File: config.mk
export PLATFORM = sky130hd
export DESIGN_NAME = i2c_sensor_regs
export DESIGN_NICKNAME = d
export VERILOG_FILES = /design/src/rtl/sensreg_pkg.sv /design/src/rtl/sensreg_sync.sv /design/src/rtl/sensreg_regs.sv /design/src/rtl/i2c_sensor_regs.sv
export SDC_FILE = /design/constraint.sdc
export NUM_CORES = 1
export LEC_CHECK = 0
export ABC_AREA = 0
export BUFFER_PORTS_ARGS = -buffer_cell sky130_fd_sc_hd__buf_2
export CORE_AREA = 5 5 128 130
export DETAILED_ROUTE_END_ITERATION = 8
export DIE_AREA = 0 0 133 135
export PLACE_DENSITY = 0.42
export SLEW_MARGIN = 20
export SYNTH_ARGS = -nofsm -noshare
export SYNTH_HDL_FRONTEND = slang
export SYNTH_SLANG_ARGS = --single-unit
File: constraint.sdc
create_clock -name clk -period 2.2 [get_ports clk]
set_clock_uncertainty 0.05 [all_clocks]
set_input_delay 0 -clock clk [delete_from_list [all_inputs] [get_ports clk]]
set_output_delay 0 -clock clk [all_outputs]
set_load 0.01 [all_outputs]
File: src/rtl/sensreg_pkg.sv
package sensreg_pkg;
   localparam int BYTE_W = 8;
   localparam int WORD_W = 2 * BYTE_W;

   typedef enum logic [2:0] {
      ST_IDLE,
      ST_ADDR,
      ST_ADDR_ACK,
      ST_WR_BYTE,
      ST_WR_ACK,
      ST_RD_BYTE,
      ST_RD_ACK
   } bus_state_t;

   // Index codes: neighbouring software depends on these values
   localparam logic [1:0] SEL_TEMP  = 2'b00;
   localparam logic [1:0] SEL_CFG   = 2'b01;
   localparam logic [1:0] SEL_HYST  = 2'b10;
   localparam logic [1:0] SEL_SETPT = 2'b11;
endpackage

File: src/rtl/sensreg_sync.sv
module sensreg_sync #(
   parameter int STAGES = 2
) (
   input  logic clk,
   input  logic rst_n,
   input  logic scl_raw,
   input  logic sda_raw,
   output logic scl_s,
   output logic sda_s,
   output logic scl_rise,
   output logic scl_fall,
   output logic start_det,
   output logic stop_det
);
   generate
      if (STAGES < 2) begin : g_bad_stages
         $error("sensreg_sync: STAGES must be at least 2");
      end
   endgenerate

   logic [STAGES-1:0] scl_pipe;
   logic [STAGES-1:0] sda_pipe;
   logic              scl_q;
   logic              sda_q;

   always_ff @(posedge clk or negedge rst_n) begin
      if (!rst_n) begin
         scl_pipe <= '1;
         sda_pipe <= '1;
         scl_q    <= 1'b1;
         sda_q    <= 1'b1;
      end else begin
         scl_pipe <= {scl_pipe[STAGES-2:0], scl_raw};
         sda_pipe <= {sda_pipe[STAGES-2:0], sda_raw};
         scl_q    <= scl_pipe[STAGES-1];
         sda_q    <= sda_pipe[STAGES-1];
      end
   end

   assign scl_s     = scl_pipe[STAGES-1];
   assign sda_s     = sda_pipe[STAGES-1];
   assign scl_rise  = scl_s & ~scl_q;
   assign scl_fall  = ~scl_s & scl_q;
   assign start_det = scl_s & scl_q & sda_q & ~sda_s;
   assign stop_det  = scl_s & scl_q & ~sda_q & sda_s;
endmodule

File: src/rtl/sensreg_regs.sv
module sensreg_regs
   import sensreg_pkg::*;
#(
   parameter int             VAL_W     = 9,
   parameter int             CFG_KEEP  = 5,
   parameter logic [VAL_W-1:0] SETPT_RST = 'h0A0,
   parameter logic [VAL_W-1:0] HYST_RST  = 'h096
) (
   input  logic              clk,
   input  logic              rst_n,
   input  logic              ptr_we,
   input  logic [1:0]        ptr_d,
   input  logic              cfg_we,
   input  logic [BYTE_W-1:0] cfg_d,
   input  logic              val_we,
   input  logic [VAL_W-1:0]  val_d,
   input  logic [VAL_W-1:0]  temp_val,
   output logic [1:0]        ptr_q,
   output logic [BYTE_W-1:0] cfg_q,
   output logic [VAL_W-1:0]  setpt_q,
   output logic [VAL_W-1:0]  hyst_q,
   output logic [WORD_W-1:0] rd_word
);
   localparam int PAD_W = WORD_W - VAL_W;

   generate
      if (VAL_W <= BYTE_W || VAL_W > WORD_W) begin : g_bad_width
         $error("sensreg_regs: VAL_W must span two bytes");
      end
      if (CFG_KEEP < 1 || CFG_KEEP > BYTE_W) begin : g_bad_cfg
         $error("sensreg_regs: CFG_KEEP out of range");
      end
   endgenerate

   logic [CFG_KEEP-1:0] cfg_bits;

   always_ff @(posedge clk or negedge rst_n) begin
      if (!rst_n) begin
         ptr_q    <= SEL_TEMP;
         cfg_bits <= '0;
      end else begin
         if (ptr_we) ptr_q <= ptr_d;
         if (cfg_we) cfg_bits <= cfg_d[CFG_KEEP-1:0];
      end
   end

   generate
      if (CFG_KEEP < BYTE_W) begin : g_cfg_pad
         assign cfg_q = {{(BYTE_W-CFG_KEEP){1'b0}}, cfg_bits};
      end else begin : g_cfg_full
         assign cfg_q = cfg_bits;
      end
   endgenerate

   // Threshold pair: index 0 = lower (hysteresis), index 1 = upper (set point)
   generate
      for (genvar k = 0; k < 2; k++) begin : g_thr
         localparam logic [1:0]       CODE = (k == 0) ? SEL_HYST : SEL_SETPT;
         localparam logic [VAL_W-1:0] INIT = (k == 0) ? HYST_RST : SETPT_RST;
         logic [VAL_W-1:0] r;
         always_ff @(posedge clk or negedge rst_n) begin
            if (!rst_n)                       r <= INIT;
            else if (val_we && ptr_q == CODE) r <= val_d;
         end
      end
   endgenerate

   assign hyst_q  = g_thr[0].r;
   assign setpt_q = g_thr[1].r;

   function automatic logic [WORD_W-1:0] left_just(input logic [VAL_W-1:0] v);
      logic [WORD_W-1:0] w;
      w = '0;
      w[WORD_W-1 -: VAL_W] = v;
      return w;
   endfunction

   always_comb begin
      unique case (ptr_q)
         SEL_TEMP:  rd_word = left_just(temp_val);
         SEL_CFG:   rd_word = {cfg_q, {BYTE_W{1'b0}}};
         SEL_HYST:  rd_word = left_just(hyst_q);
         default:   rd_word = left_just(setpt_q);
      endcase
   end

   logic unused_pad;
   assign unused_pad = (PAD_W < 0);
endmodule

File: src/rtl/i2c_sensor_regs.sv
module i2c_sensor_regs
   import sensreg_pkg::*;
#(
   parameter int               VAL_W       = 9,
   parameter int               SYNC_STAGES = 2,
   parameter int               ADDR_PINS   = 3,
   parameter logic [6:0]       DEV_BASE    = 7'b1001000,
   parameter logic [VAL_W-1:0] SETPT_RST   = 'h0A0,
   parameter logic [VAL_W-1:0] HYST_RST    = 'h096
) (
   input  logic                 clk,
   input  logic                 rst_n,
   input  logic                 scl_i,
   input  logic                 sda_i,
   input  logic [ADDR_PINS-1:0] addr_sel,
   input  logic [VAL_W-1:0]     temp_val,
   output logic                 sda_oe,
   output logic                 reg_read_pulse,
   output logic [BYTE_W-1:0]    cfg_out,
   output logic [VAL_W-1:0]     set_point,
   output logic [VAL_W-1:0]     hyst_val
);
   localparam logic [3:0] BITS_PER_BYTE = 4'd8;
   localparam logic [3:0] LAST_BIT      = 4'd7;

   generate
      if (ADDR_PINS < 1 || ADDR_PINS > 6) begin : g_bad_pins
         $error("i2c_sensor_regs: ADDR_PINS out of range");
      end
   endgenerate

   logic scl_s, sda_s, scl_rise, scl_fall, start_det, stop_det;

   sensreg_sync #(.STAGES(SYNC_STAGES)) u_sync (
      .clk(clk), .rst_n(rst_n), .scl_raw(scl_i), .sda_raw(sda_i),
      .scl_s(scl_s), .sda_s(sda_s), .scl_rise(scl_rise), .scl_fall(scl_fall),
      .start_det(start_det), .stop_det(stop_det)
   );

   bus_state_t        state;
   logic [3:0]        bitcnt;
   logic [1:0]        byte_idx;
   logic              rw_q, nack_q;
   logic [BYTE_W-1:0] shreg, txsh, msb_hold;
   logic [WORD_W-1:0] rd_latch, rd_word, wr_word;
   logic [1:0]        ptr_q;
   logic              ack_end, ptr_we, cfg_we, val_we, addr_hit;
   logic [BYTE_W-1:0] next_byte;

   assign addr_hit  = (shreg[BYTE_W-1:ADDR_PINS+1] == DEV_BASE[6:ADDR_PINS])
                   && (shreg[ADDR_PINS:1] == addr_sel);
   assign ack_end   = (state == ST_WR_ACK) && scl_fall;
   assign ptr_we    = ack_end && (byte_idx == 2'd0);
   assign cfg_we    = ack_end && (byte_idx == 2'd1) && (ptr_q == SEL_CFG);
   assign val_we    = ack_end && (byte_idx == 2'd2)
                   && (ptr_q == SEL_HYST || ptr_q == SEL_SETPT);
   assign wr_word   = {msb_hold, shreg};
   assign next_byte = (byte_idx == 2'd0) ? rd_latch[BYTE_W-1:0] : '0;

   sensreg_regs #(
      .VAL_W(VAL_W), .CFG_KEEP(5), .SETPT_RST(SETPT_RST), .HYST_RST(HYST_RST)
   ) u_regs (
      .clk(clk), .rst_n(rst_n),
      .ptr_we(ptr_we), .ptr_d(shreg[1:0]),
      .cfg_we(cfg_we), .cfg_d(shreg),
      .val_we(val_we), .val_d(wr_word[WORD_W-1 -: VAL_W]),
      .temp_val(temp_val),
      .ptr_q(ptr_q), .cfg_q(cfg_out), .setpt_q(set_point), .hyst_q(hyst_val),
      .rd_word(rd_word)
   );

   always_ff @(posedge clk or negedge rst_n) begin
      if (!rst_n) begin
         state          <= ST_IDLE;
         bitcnt         <= '0;
         byte_idx       <= '0;
         rw_q           <= 1'b0;
         nack_q         <= 1'b0;
         shreg          <= '0;
         txsh           <= '0;
         msb_hold       <= '0;
         rd_latch       <= '0;
         sda_oe         <= 1'b0;
         reg_read_pulse <= 1'b0;
      end else begin
         reg_read_pulse <= 1'b0;
         if (start_det) begin
            state    <= ST_ADDR;
            bitcnt   <= '0;
            byte_idx <= '0;
            sda_oe   <= 1'b0;
         end else if (stop_det) begin
            state  <= ST_IDLE;
            sda_oe <= 1'b0;
         end else begin
            case (state)
               ST_ADDR, ST_WR_BYTE: begin
                  if (scl_rise && bitcnt != BITS_PER_BYTE) begin
                     shreg  <= {shreg[BYTE_W-2:0], sda_s};
                     bitcnt <= bitcnt + 4'd1;
                  end else if (scl_fall && bitcnt == BITS_PER_BYTE) begin
                     if (state == ST_WR_BYTE) begin
                        sda_oe <= 1'b1;
                        state  <= ST_WR_ACK;
                     end else if (addr_hit) begin
                        sda_oe <= 1'b1;
                        rw_q   <= shreg[0];
                        state  <= ST_ADDR_ACK;
                     end else begin
                        state <= ST_IDLE;
                     end
                  end
               end
               ST_ADDR_ACK: begin
                  if (scl_fall) begin
                     bitcnt   <= '0;
                     byte_idx <= '0;
                     if (rw_q) begin
                        rd_latch       <= rd_word;
                        txsh           <= rd_word[WORD_W-1 -: BYTE_W];
                        sda_oe         <= ~rd_word[WORD_W-1];
                        reg_read_pulse <= 1'b1;
                        state          <= ST_RD_BYTE;
                     end else begin
                        sda_oe <= 1'b0;
                        state  <= ST_WR_BYTE;
                     end
                  end
               end
               ST_WR_ACK: begin
                  if (scl_fall) begin
                     sda_oe <= 1'b0;
                     bitcnt <= '0;
                     state  <= ST_WR_BYTE;
                     if (byte_idx == 2'd1) msb_hold <= shreg;
                     if (byte_idx != 2'd3) byte_idx <= byte_idx + 2'd1;
                  end
               end
               ST_RD_BYTE: begin
                  if (scl_fall) begin
                     if (bitcnt == LAST_BIT) begin
                        sda_oe <= 1'b0;
                        bitcnt <= '0;
                        state  <= ST_RD_ACK;
                     end else begin
                        txsh   <= {txsh[BYTE_W-2:0], 1'b0};
                        sda_oe <= ~txsh[BYTE_W-2];
                        bitcnt <= bitcnt + 4'd1;
                     end
                  end
               end
               ST_RD_ACK: begin
                  if (scl_rise) begin
                     nack_q <= sda_s;
                  end else if (scl_fall) begin
                     if (nack_q) begin
                        state <= ST_IDLE;
                     end else begin
                        if (byte_idx != 2'd3) byte_idx <= byte_idx + 2'd1;
                        txsh   <= next_byte;
                        sda_oe <= ~next_byte[BYTE_W-1];
                        state  <= ST_RD_BYTE;
                     end
                  end
               end
               default: ;
            endcase
         end
      end
   end
endmodule

Yosys cells after proc, flatten, opt, wreduce, memory -nomap -nowiden

Index checks and enable logic that the tools add are counted.

Register bits after elaboration: 75
Output and inout bits: 28

Add/sub/neg operators: 2
Equal/unequal tests: 43
Mux-type cells: 61
Bitwise logic cells: 18
Reductions and logical operators: 30

Operators by type and width:

| operator                                    | count |
|---|---|
| 7-bit 2-to-1 mux                            | 7 |
| 16-bit one-hot mux with 3 select lines      | 1 |
| 4-bit != test (second input constant)       | 10 |
| 3-bit 2-to-1 mux                            | 13 |
| 4-bit 2-to-1 mux                            | 6 |
| 3-bit != test (second input constant)       | 7 |
| 7-bit one-hot mux with 3 select lines       | 1 |
| 10-bit AND reduction                        | 2 |
| 1-bit 2-to-1 mux                            | 19 |
| 2-bit 2-to-1 mux                            | 9 |
| 2-bit != test (second input constant)       | 9 |
| 3-bit one-hot mux with 5 select lines       | 1 |
| 5-bit AND reduction                         | 3 |
| 7-bit AND reduction                         | 2 |
| 4-bit one-hot mux with 3 select lines       | 1 |
| 1-bit logical AND                           | 11 |
| 1-bit inverter                              | 11 |
| 3-bit equality test (second input constant) | 3 |
| 9-bit AND reduction                         | 1 |
| 4-bit equality test (second input constant) | 2 |
| 8-bit 2-to-1 mux                            | 1 |
| 4-bit AND reduction                         | 2 |
| 4-bit nonzero test                          | 2 |
| 1-bit bitwise AND                           | 7 |
| 17 further kinds                            | 23 |

Longest topological paths before layout

Word-level depth: 9
Gate-level depth with buffers: 7
Mapped depth without buffers: 6

Modules after synthesis

Synthesis repeated with hierarchy kept, for this count alone.

Cells, all modules: 311
Area, all modules: 3860.0 µm²

By module, submodules not included:

| module          | instances | cells an instance | area each (µm²) | sequential area each (µm²) |
|---|---|---|---|---|
| i2c_sensor_regs | 1         | 222               | 2416.1          | 1101.1 |
| sensreg_regs    | 1         | 79                | 1253.7          | 633.1 |
| sensreg_sync    | 1         | 10                | 190.2           | 157.7 |

Worst setup path before layout

OpenSTA, ideal clock, no wires.

Path kind: register to register
Start: reg u_sync.scl_q
End: reg u_regs.cfg_bits[0]
Library setup time: 0.125 ns
Arrival: 1.806 ns
Setup slack: 0.219 ns
Stages on the path, launching flop included: 7
Buffers on the path: 2
Period minus slack after synthesis: 1.981 ns
Path through: dfstp_2 -> nor2b_2 -> buf_6 -> nand4_4 -> or3b_1 -> buf_6 -> mux2_4

Cells in the longest elaborated chain, start to end: 4

Ends and longest elaborated chain:

| what                            | RTL line              | text |
|---|---|---|
| start: declaration              | sensreg_sync.sv:23    | `logic scl_q;` |
| start signal: assignment        | sensreg_sync.sv:35    | `scl_q <= scl_pipe[STAGES-1];` |
| 1-bit bitwise AND               | sensreg_sync.sv:43    | `assign scl_fall = ~scl_s & scl_q;` |
| 1-bit logical AND               | i2c_sensor_regs.sv:52 | `assign ack_end = (state == ST_WR_ACK) && scl_fall;` |
| 1-bit logical AND (2 in series) | i2c_sensor_regs.sv:54 | `assign cfg_we = ack_end && (byte_idx == 2'd1) && (ptr_q == SEL_CFG);` |
| end signal: assignment          | sensreg_regs.sv:43    | `if (cfg_we) cfg_bits <= cfg_d[CFG_KEEP-1:0];` |
| end: declaration                | sensreg_regs.sv:35    | `logic [CFG_KEEP-1:0] cfg_bits;` |

Every way passes these cells.
A chain may end at the register's enable or synchronous reset.

Worst setup path in the final report

Start: reg u_sync.scl_q
End: reg u_regs.g_thr[0].r[6], in the netlist u_regs.hyst_q[6]

Cells in the longest elaborated chain, start to end: 5

Ends and longest elaborated chain:

| what                   | RTL line              | text |
|---|---|---|
| 1-bit bitwise AND      | sensreg_sync.sv:43    |  |
| 1-bit logical AND      | i2c_sensor_regs.sv:52 |  |
| 1-bit logical AND      | i2c_sensor_regs.sv:55 | `assign val_we = ack_end && (byte_idx == 2'd2)` |
| 1-bit logical AND      | i2c_sensor_regs.sv:56 | `&& (ptr_q == SEL_HYST \|\| ptr_q == SEL_SETPT);` |
| 1-bit logical AND      | sensreg_regs.sv:63    | `else if (val_we && ptr_q == CODE) r <= val_d;` |
| end signal: assignment | sensreg_regs.sv:63    |  |
| end: declaration       | sensreg_regs.sv:60    | `logic [VAL_W-1:0] r;` |

Every way passes these cells.

==> results.py <==
metrics = {
    "layout": {
        "layout.nets": 363,
        "area_growth_pct": 23.7,
        "antenna_cells": 0,
        "drive_gt1_share_pct": 42.8,
        "fillers": 1547,
    },
    "placed_design": {
        "dp_hpwl_mm": 6.94,
        "globalplace.congestion": 0.824,
        "portBuffers": 40,
    },
    "power": {
        "powerDensity_mw_per_mm2": 1000,
        "vdd_drop_max_uv": 409,
        "switching_power_mw": 1.42,
        "pwr-share-seq_pct": 40.3,
        "pwr-share-comb_pct": 26.5,
        "intPower_mw": 2.95,
        "netSwitchingFraction_pct": 32.5,
        "leakage_nw": 2.04,
        "power_frac_clock_pct": 33.2,
    },
    "clock_tree": {
        "root_buffer": "clkbuf_16",
        "cts_setup_buffers": 0,
        "path_clk_slew_ns": 0.06,
        "cts_made_buffers": 9,
        "cts_tree": "done",
        "cts.path.max_buffers": 2,
        "htreeDepth": 3,
        "clock_latency_ns": 0.33,
        "numClockSinks": 68,
    },
    "synthesis": {
        "synthArstFlopShare_pct": 100,
        "synth_area_leaders": "dfrtp_1 (40%), mux2_2 (14%), dfstp_2 (8.9%), mux4_2 (3.2%), ha_1 (2.1%)",
        "synth_most_common_cell": "dfrtp_1",
        "ys_types": 60,
        "synth_top_area_share_pct": 39.8,
        "ys_seq_area_share_pct": 48.7,
        "synthFlopType": "dfrtp_1",
        "synth_top_area_cell": "dfrtp_1",
        "synth-seq-cells": 68,
        "netlist_instances": 282,
        "ys_warn_count": 0,
        "synth_edf_count": 0,
        "syn_area_per_cell_sq_um": 12.5,
        "ys_top_cells_by_count": "dfrtp_1 (56), mux2_2 (45), dfstp_2 (12), nand3_1 (11)",
        "syn_area_sq_mm": 0.00352,
    },
    "worst_setup_path": {
        "crit_type": "register to register",
        "critPathMaxFanout": 9,
        "reg2regPathDepth": 5,
        "r2r-start": "u_sync.scl_q",
        "reg2reg_to": "u_regs.hyst_q[6]",
        "rrSetupSlack_ns": 0.20,
        "worst_setup_path_end_kind": "register",
        "cp.arrival_ns": 2.16,
        "startpoint_type": "register",
        "critPathRequiredTime_ns": 2.37,
    },
    "flow_run": {
        "maxCapViolations": 0,
    },
    "route": {
        "ant_nets": 0,
        "drtIter0Drc": 120,
        "drc": 0,
        "finalWirelength_mm": 9.18,
        "post_drt_wl_per_cell_microns": 17.2,
        "first_pass_iters": 4,
        "viasPerCell": 4.72,
        "route.vias.total": 2521,
    },
    "worst_hold_path": {
        "hp-start": "temp_val[6]",
        "hold_end": "txsh[5]",
        "min_path_cells": 4,
        "hold_class": "primary input to register",
    },
    "sta": {
        "whs_ns": 0.0161,
        "worst_pin_slew_ns": 0.502,
        "tns_ns": 0,
        "max_freq_mhz": 500,
        "setup_violations": 0,
        "finalCriticalPeriod_ns": 2.00,
        "min_period_over_period_pct": 90.8,
        "slew_viol_final": 0,
        "hold_viol_final": 0,
        "rsz0062_at_grt": "false",
        "slew_headroom_pct": 66.2,
    },
    "floorplan": {
        "core_area_sq_mm": 0.0150,
        "dieArea_sq_mm": 0.0180,
        "die_h_microns": 135,
        "io_pins": 44,
        "fp-row-count": 45,
        "die_x_microns": 133,
        "start_util_pct": 23.4,
    },
    "global_routing": {
        "grt_max_degree": 35,
        "gr-total-overflow": 0,
        "grt_pass1_vias": 2709,
        "track_usage_pct": 10.8,
        "grt_pass1_wl_mm": 15.1,
        "antenna_found_initial": 0,
    },
    "outcome": {
        "status": "finished clean",
    },
}
[cells in the final DEF, fill, tap and decap left out, types with 6 or more instances in the layout]
cell,instances
nand3_1,11
dfrtp_1,56
buf_2,40
ha_1,6
nor2_1,9
mux2_2,45
dfstp_2,12
clkbuf_16,9
nand2_1,8
inv_1,9
a22o_1,7
a21oi_1,9
buf_4,19
[metrics by stage]
stage / std cells / power [mW] / setup slack [ns] / utilization, % / cell area [sq um]
global route: 534 / 4.64 / 0.0765 / 29.0 / 4360
floorplan: 284 / 2.51 / 0.219 / - / 3530
finish: 534 / 4.37 / 0.202 / 29.0 / 4360
CTS: 534 / 4.42 / 0.154 / 28.9 / 4350
detailed placement: 514 / 2.93 / 0.168 / 26.7 / 4010
global placement: 514 / 2.92 / 0.225 / 26.7 / 4010
[kinds of logic (layout without fill, tap and decap cells)]
| kind of cell | Yosys count | count (layout) | share of synthesized area, % |
|---|---|---|---|
| other | 1 | 3 | 0.106 |
| XOR/XNOR | 6 | 6 | 1.49 |
| adder cells (fa/ha/maj) | 6 | 6 | 2.13 |
| AND/OR/NAND/NOR | 70 | 70 | 13.5 |
| flip-flops | 68 | 68 | 48.7 |
| AO/OA/AOI/OAI | 47 | 47 | 9.73 |
| multiplexers | 58 | 58 | 20.6 |
| buffers and inverters | 26 | 88 | 3.80 |
[critical path, cell delays in order (launching register included)]
cell	delay (ns)
dfstp_2	0.57
or2b_1	0.29
nor3_4	0.22
and4b_1	0.22
buf_4	0.19
mux2_2	0.35
[layer usage]
layer  up-vias  GRT usage (%)  wire [microns]
met1      1298           14.4            4360
met2        39           17.1            4410
met4         0           5.31             147
met3         8           1.79             266
met5         -              0               0
li1       1176              -               -
[worst max path at each step]
stage	end	slack (ns)	start	cells after the start
after floorplan	u_regs.cfg_bits[0]	0.22	u_sync.scl_q	6
after global placement	u_regs.hyst_q[3]	0.23	u_sync.scl_q	5
after detailed placement	u_regs.hyst_q[0]	0.17	u_sync.scl_q	5
after CTS	u_regs.hyst_q[6]	0.15	u_sync.scl_q	5
after global routing	state[1]	0.08	shreg[6]	4
final	u_regs.hyst_q[6]	0.20	u_sync.scl_q	5
[timing repair]
item	in CTS	in global routing
endpoints found under the setup margin	0	3
hold endpoints to repair	61	0
gates resized for setup	0	1
hold buffers	4	0
[flip-flops by register name, indices dropped and copies added, names as in the netlist, 2 cells and up]
signal	count
state	3
u_sync.scl_pipe	2
byte_idx	2
bitcnt	4
shreg	8
u_regs.setpt_q	9
u_sync.sda_pipe	2
u_regs.cfg_bits	5
txsh	7
u_regs.ptr_q	2
msb_hold	8
u_regs.hyst_q	9
[area by class of cell]
| class | count | area, sq um | area share [%] |
|---|---|---|---|
| sequential | 68 | 1720 | 39.4 |
| multi-input combinational | 190 | 1690 | 38.7 |
| timing repair buffer | 63 | 383 | 8.79 |
| clock buffer | 10 | 239 | 5.49 |
| tap | 188 | 235 | 5.40 |
| clock inverter | 6 | 62.6 | 1.44 |
| inverter | 9 | 33.8 | 0.775 |
[power groups by stage]
stage	logic [mW]	clock network, mW	registers, mW
6_report	1.16	1.45	1.76
4_1_cts	1.16	1.50	1.76
3_3_place_gp	1.14	0	1.78
5_1_grt	1.29	1.55	1.80
2_1_floorplan	0.864	0	1.64
3_5_place_dp	1.15	0	1.78
(Power assumes the default switching activity.)
